<file path="src/rtl/sync_mode_ctrl.sv">
module sync_mode_ctrl #(
  parameter int RST_HOLD_MS   = 3,
  parameter int LOCK_QUAL_MS  = 1000,
  parameter int HOLD_GRACE_MS = 100
) (
  input  logic       clk,
  input  logic       rst_n,
  input  logic       tick_ms,
  input  logic       mode_free,
  input  logic       ref_sel,
  input  logic       ref_dis,
  input  logic       phase_in_win,
  input  logic       tie_clr_n,
  output logic [2:0] state_o,
  output logic       tie_cap,
  output logic       tie_keep,
  output logic       out_en,
  output logic       lock
);
  localparam int CMAX0 = (RST_HOLD_MS > LOCK_QUAL_MS) ? RST_HOLD_MS : LOCK_QUAL_MS;
  localparam int CMAX  = (CMAX0 > HOLD_GRACE_MS) ? CMAX0 : HOLD_GRACE_MS;
  localparam int CW    = $clog2(CMAX + 1);
  localparam logic [2:0] S_RST = 3'd0, S_FREE = 3'd1, S_HOLD = 3'd2,
                         S_TIE = 3'd3, S_NORM = 3'd4;

  logic [2:0]    state, nxt;
  logic [CW-1:0] cnt, cnt_n;
  logic          ref_q, lock_n;

  wire bad      = ref_dis | (ref_sel ^ ref_q);
  wire rst_done = tick_ms && (cnt == CW'(RST_HOLD_MS - 1));
  wire grace_up = tick_ms && (cnt == CW'(HOLD_GRACE_MS - 1));
  wire qual_up  = tick_ms && (cnt == CW'(LOCK_QUAL_MS - 1));
  wire tie_in   = (nxt == S_TIE) && (state != S_TIE);

  always_comb begin
    nxt = state;
    case (state)
      S_RST:  if (rst_done) nxt = mode_free ? S_FREE : S_HOLD;
      S_FREE: if (!mode_free) nxt = S_HOLD;
      S_HOLD: if (!ref_dis) nxt = S_TIE;
      S_TIE:  nxt = bad ? S_HOLD : S_NORM;
      S_NORM: if (bad) nxt = S_HOLD;
      default: nxt = S_RST;
    endcase
    if (state != S_RST && mode_free) nxt = S_FREE;
  end

  always_comb begin
    cnt_n = cnt;
    if (nxt != state) cnt_n = '0;
    else case (state)
      S_RST:  if (tick_ms) cnt_n = cnt + 1'b1;
      S_HOLD: if (tick_ms && cnt < CW'(HOLD_GRACE_MS)) cnt_n = cnt + 1'b1;
      S_NORM: if (!phase_in_win) cnt_n = '0;
              else if (tick_ms && cnt < CW'(LOCK_QUAL_MS)) cnt_n = cnt + 1'b1;
      default: cnt_n = cnt;
    endcase
  end

  always_comb begin
    case (nxt)
      S_HOLD: lock_n = (state == S_HOLD && grace_up) ? 1'b0 : lock;
      S_TIE:  lock_n = lock;
      S_NORM: if (state != S_NORM) lock_n = lock;
              else if (!phase_in_win) lock_n = 1'b0;
              else if (qual_up) lock_n = 1'b1;
              else lock_n = lock;
      default: lock_n = 1'b0;
    endcase
  end

  always_ff @(posedge clk or negedge rst_n) begin
    if (!rst_n) begin
      state    <= S_RST;
      cnt      <= '0;
      ref_q    <= 1'b0;
      lock     <= 1'b0;
      tie_cap  <= 1'b0;
      tie_keep <= 1'b0;
    end else begin
      state    <= nxt;
      cnt      <= cnt_n;
      ref_q    <= ref_sel;
      lock     <= lock_n;
      tie_cap  <= tie_in && tie_clr_n;
      tie_keep <= !tie_clr_n ? 1'b0 : (tie_in ? 1'b1 : tie_keep);
    end
  end

  assign state_o = state;
  assign out_en  = (state != S_RST);
endmodule

</file>
<file path="config.mk">
export PLATFORM = sky130hd
export DESIGN_NAME = sync_mode_ctrl
export DESIGN_NICKNAME = d
export VERILOG_FILES = /design/src/rtl/sync_mode_ctrl.sv
export SDC_FILE = /design/constraint.sdc
export NUM_CORES = 1
export LEC_CHECK = 0
export ABC_CLOCK_PERIOD_IN_PS = 2300
export CORE_ASPECT_RATIO = 1.5
export CORE_UTILIZATION = 49
export DETAILED_ROUTE_END_ITERATION = 7
export GPL_TIMING_DRIVEN = 0
export PLACE_DENSITY_LB_ADDON = 0.1
export SYNTH_ARGS = -nofsm -noshare
export SYNTH_HDL_FRONTEND = slang
export SYNTH_SLANG_ARGS = --single-unit
export TNS_END_PERCENT = 10
</file>
<file path="constraint.sdc">
create_clock -name clk -period 2.3 [get_ports clk]
set_input_delay 0.345 -clock clk [delete_from_list [all_inputs] [get_ports clk]]
set_output_delay 0.345 -clock clk [all_outputs]
set_load 0.01 [all_outputs]
</file>
* Yosys cells after proc, flatten, opt, wreduce, memory -nomap -nowiden *
Cells that the tools add are included.

word-level totals
  flip-flop bits (word level) = 17
  latch bits = 0
  RAM bits = 0
  ROM bits = 0
  input port bits = 8
  output and inout bits = 7
  logic and storage cells = 67
  memories = 0

cells by class
  add/sub/neg operators = 1
  $mul = 0
  divide/modulo/power cells = 0
  order comparisons = 2
  eq/ne operators = 20
  shift operators = 0
  mux-type cells = 21
  bitwise logic cells = 3
  reduce and logical (&&, ||, !) cells = 14

operators with widths
  operator                 count
  $mux W10                 5
  $pmux W10 S3             1
  $mux W3                  6
  $pmux W3 S5              1
  $eq A3 B2 Y1 const B     4
  $ne A3 B3 Y1 const B     4
  $add A10 B1 Y10 const B  1
  $eq A10 B10 Y1 const B   1
  $eq A10 B2 Y1 const B    1
  $eq A10 B7 Y1 const B    1
  $lt A10 B10 Y1 const B   1
  $lt A10 B7 Y1 const B    1
  $logic_and A1 B1 Y1      9
  $reduce_and A4 Y1        2
  $eq A3 B3 Y1 const B     2
  $mux W1                  6
  $ne A2 B2 Y1 const B     2
  $ne A4 B4 Y1 const B     1
  $reduce_bool A4 Y1       1
  $eq A3 B1 Y1 const B     1
  $logic_not A3 Y1         1
  $ne A3 B2 Y1 const B     1
  $ne A3 B3 Y1             1
  $pmux W1 S3              1
  other kinds (6)          6

* Depth between registers and ports, before layout *
  depth after elaboration = 9
  mapped depth = 7

* Least setup slack after synthesis *
No wires, ideal clock.

  path type = register to register
  start = reg cnt[0]
  end = reg cnt[2]
  setup time = 126 ps
  arrival time = 2019 ps
  data required time = 2174 ps
  setup slack = 155 ps
  cell stages (with the launch flop) = 8
  period minus slack after synthesis = 2145 ps
  path through = dfrtp_1 inv_1 ha_1 or4b_4 or4_4 a31o_2 nand3_1 a21oi_1

between the ends
  cells in the longest elaborated chain, start to end = 8
  elaborated cells on any way between the ends = 22
  classes of those cells = add/sub: 1; order compare: 2; eq/ne: 5; mux: 9; reduce/logical: 5

ends and longest elaborated chain
  item                                                         line  text
  start, declared                                              27    logic [CW-1:0] cnt, cnt_n;
  start signal, assigned                                       83    cnt <= cnt_n;
  $eq A10 B2 Y1                                                31    wire rst_done = tick_ms && (cnt == CW'(RST_HOLD_MS - 1));
  $logic_and A1 B1 Y1                                          31
  $mux W3                                                      39    S_RST: if (rst_done) nxt = mode_free ? S_FREE : S_HOLD;
  $pmux W3 S5                                                  38    case (state)
  $mux W3                                                      46    if (state != S_RST && mode_free) nxt = S_FREE;
  $ne A3 B3 Y1                                                 51    if (nxt != state) cnt_n = '0;
  $ne A4 B4 Y1 (no source line), or another cell as far along  n/a
  $reduce_and A4 Y1 (no source line)                           n/a

Several ways; a longest one is shown, not always the timed one. The select of a mux whose other input is x is not followed.
A chain may end at the register's enable or synchronous reset.

* Final worst setup path *
  start = reg cnt[0]
  end = reg cnt[7]

Same word-level chain as after synthesis.

==> results.toml <==
[logic_synthesis]
synth-simple-area-share = 0.313
ys_ff_latch = 17
synth_top_family_by_area = "simple AND/OR/NAND/NOR gates"
synth_xor_area_frac = 0.0371
ys_top_cells_by_count = "dfrtp_1, or3_1, nand2_1, nor2_1"
synth_compound_area_frac = 0.214
synth_area_leaders = "dfrtp_1, or3_1, a2111oi_0"
syn_avg_cell_area_um2 = 9.01
ys.flop_type = "dfrtp_1"
synth_adder_area_share = 0.0212
ys_async_sr_fraction = 1.00
yosysMostFrequentCell = "dfrtp_1"
yosysSeqAreaShare = 0.361
yosys_warnings = 0
synthCells = 131
muxShareOfSynthArea = 0
yosys.area.top_type = "dfrtp_1"
syn_area_um2 = 1180
yosys.area.top_type_share = 0.361
syn_nets = 141
synth-edff-count = 0
synth_cell_types = 43

[global_routing]
met2_usage = 0.395
grt_pass1_vias = 1038
busiest_layer = "met2"
grt-ovfl-total = 0
grt_max_degree = 18
antenna_found_initial = 0
grt_use_met3 = 0.0174
grtUsageTotal = 0.229
grt_pass1_wl_mm = 4.60
grt_use_met1 = 0.273

[worst_setup_path]
critPathKind = "reg -> reg"
crit_arrival_ps = 2510
cp_cell_sequence = "inv_1, ha_1, or4b_4, or4_4, a41oi_4, nand3_4, a21oi_2"
slowest_delay_ps = 590
critPathBufInv = 1
worst_setup_path_start_kind = "register"
cp_slowest_cell = "or4_4"
cp_max_fo = 6
path_delay_family = "simple AND/OR/NAND/NOR gates"
end_kind = "register"
cp.required_ps = 2550

[route]
drtPass1Iterations = 4
drt_iter0_drc = 28
drt-vias-per-instance = 6.52
wl_mm = 2.78
postRouteAntennaNets = 0
routedWlPerCell_um = 16.2
vias = 1121
drc_errors = 0

[worst_hold_path]
hp-class = "in -> async"

[floorplan]
io_pins = 15
die_w_um = 42.1
dieArea_um2 = 2610
rows = 21
core_um2 = 2260
chipHeight_um = 62.1
initial_core_util = 0.522

[sta]
tns_ps = 0
fin_skew_ps = 8.23
tightest_slew_ps = 763
slew_headroom = 0.490
min_period_ps = 2270
slew_viol_final = 0
rsz0062_at_grt = "true"
fmax_mhz = 441
final-setup-viol-count = 0
finalCritPeriodShare = 0.986
finalHoldViolCount = 0

[cts]
cts_tree = "yes"
cts_made_buffers = 3
clockRootBuffer = "clkbuf_4"
max-clock-path-buffers = 2
clkSinkCount = 17
cts.clk_slew.worst_paths_ps = 110
clk_latency_ps = 310
cts_htree_levels = 1

[pwr]
p_leak_nw = 0.541
p_per_area_nw_per_um2 = 736
vdd_drop_max_uv = 382

[placement]
numPortBuffers = 14
place.gp.congestion = 0.862
placed_cell_area_um2 = 1350
dpl.hpwl_mm = 2.08

[layout]
final_nets = 160
multi_input_area_um2 = 751
seq_area_um2 = 425
antenna_cells = 0
drive_gt1_frac = 0.188
fin_area_um2 = 1450
syn2layout_area_growth_pct = 22.5
fill_cells = 195

[job]
max_cap_violations = 0

[run_status]
outcome = "completed"
worst paths after layout:
| kind | slack, ps | from | depth (start not counted) | endpoint |
|---|---|---|---|---|
| min in group clk | 510 | tie_keep$_DFFE_PN0P_ | 1 | tie_keep$_DFFE_PN0P_ |
| max in group asynchronous | 1340 | rst_n | 1 | state_o[0]$_DFF_PN0_ |
| setup / recovery | 30 | cnt[0]$_DFFE_PN0P_ | 7 | cnt[7]$_DFFE_PN0P_ |
| setup reg to reg | 30 | cnt[0]$_DFFE_PN0P_ | 7 | cnt[7]$_DFFE_PN0P_ |
| hold / removal | 470 | rst_n | 1 | tie_cap$_DFF_PN0_ |
| hold reg to reg | 510 | tie_keep$_DFFE_PN0P_ | 1 | tie_keep$_DFFE_PN0P_ |
what timing repair did:
item,CTS,global route
pin swaps,0,2
buffers inserted,0,1
gates resized for setup,2,14
hold buffers,0,0
setup endpoints to repair,6,11
layer usage:
layer	vias up	share of wire	wire, µm
met5	-	0	0
met4	0	0.019	53
met3	7	0.028	77
met2	26	0.53	1490
met1	555	0.42	1170
li1	533	-	-
state kept, by name, indices dropped and copies added (netlist names):
signal	flops
cnt	10
ref_q	1
tie_cap	1
lock	1
state_o	3
tie_keep	1
through the flow:
stage                     instances  hold slack (ps)  setup slack (ps)   util  power (W)
after floorplan                 131             49.4               155      -   0.000671
after global placement          168              472              -256  0.597   0.000820
after detailed placement        168              493              -285  0.597   0.000833
after CTS                       172              505             -24.8  0.611    0.00101
after global routing            172              530             -60.7  0.640    0.00113
final                           172              469              31.8  0.640    0.00106
report_power, final:
group          internal, W  total (W)  switching (W)
Sequential        0.000329   0.000370      0.0000406
Clock            0.0000665   0.000173       0.000107
Combinational     0.000230   0.000521       0.000291
cells in the final DEF, fill, tap and decap left out, drive strengths merged, types with 2 or more instances in the layout:
cell type | synthesis | routed
nor2b | 3 | 3
buf | 2 | 4
o41ai | 3 | 3
nand2b | 2 | 2
nor2 | 8 | 8
ha | 2 | 2
a21oi | 7 | 7
nor3 | 3 | 3
clkbuf | 5 | 6
dfrtp | 17 | 17
clkdlybuf4s50 | 0 | 14
inv | 6 | 6
nand3 | 6 | 6
xnor2 | 4 | 4
or4b | 2 | 2
a21o | 2 | 2
a2111oi | 5 | 5
nand2 | 8 | 8
or4 | 5 | 5
nand4 | 5 | 5
or3b | 3 | 3
nand3b | 2 | 2
or3 | 9 | 9
o21ai | 6 | 6
and2 | 2 | 2
layout make-up:
cell class	instances	area share
Timing Repair Buffer	15	0.102
Buffer	6	0.0277
Tap cell	23	0.0199
Multi-Input combinational cell	101	0.519
Inverter	6	0.0156
Clock inverter	1	0.00519
Sequential cell	17	0.294
Clock buffer	3	0.0156
kinds of logic (layout without fill, tap and decap cells):
kind of cell / Yosys count / in the layout
xor+xnor: 5 / 5
compound gates: 33 / 33
flops: 17 / 17
buf+inv: 13 / 31
fa+ha+maj: 2 / 2
simple gates: 61 / 61
(Power assumes the default switching activity.)
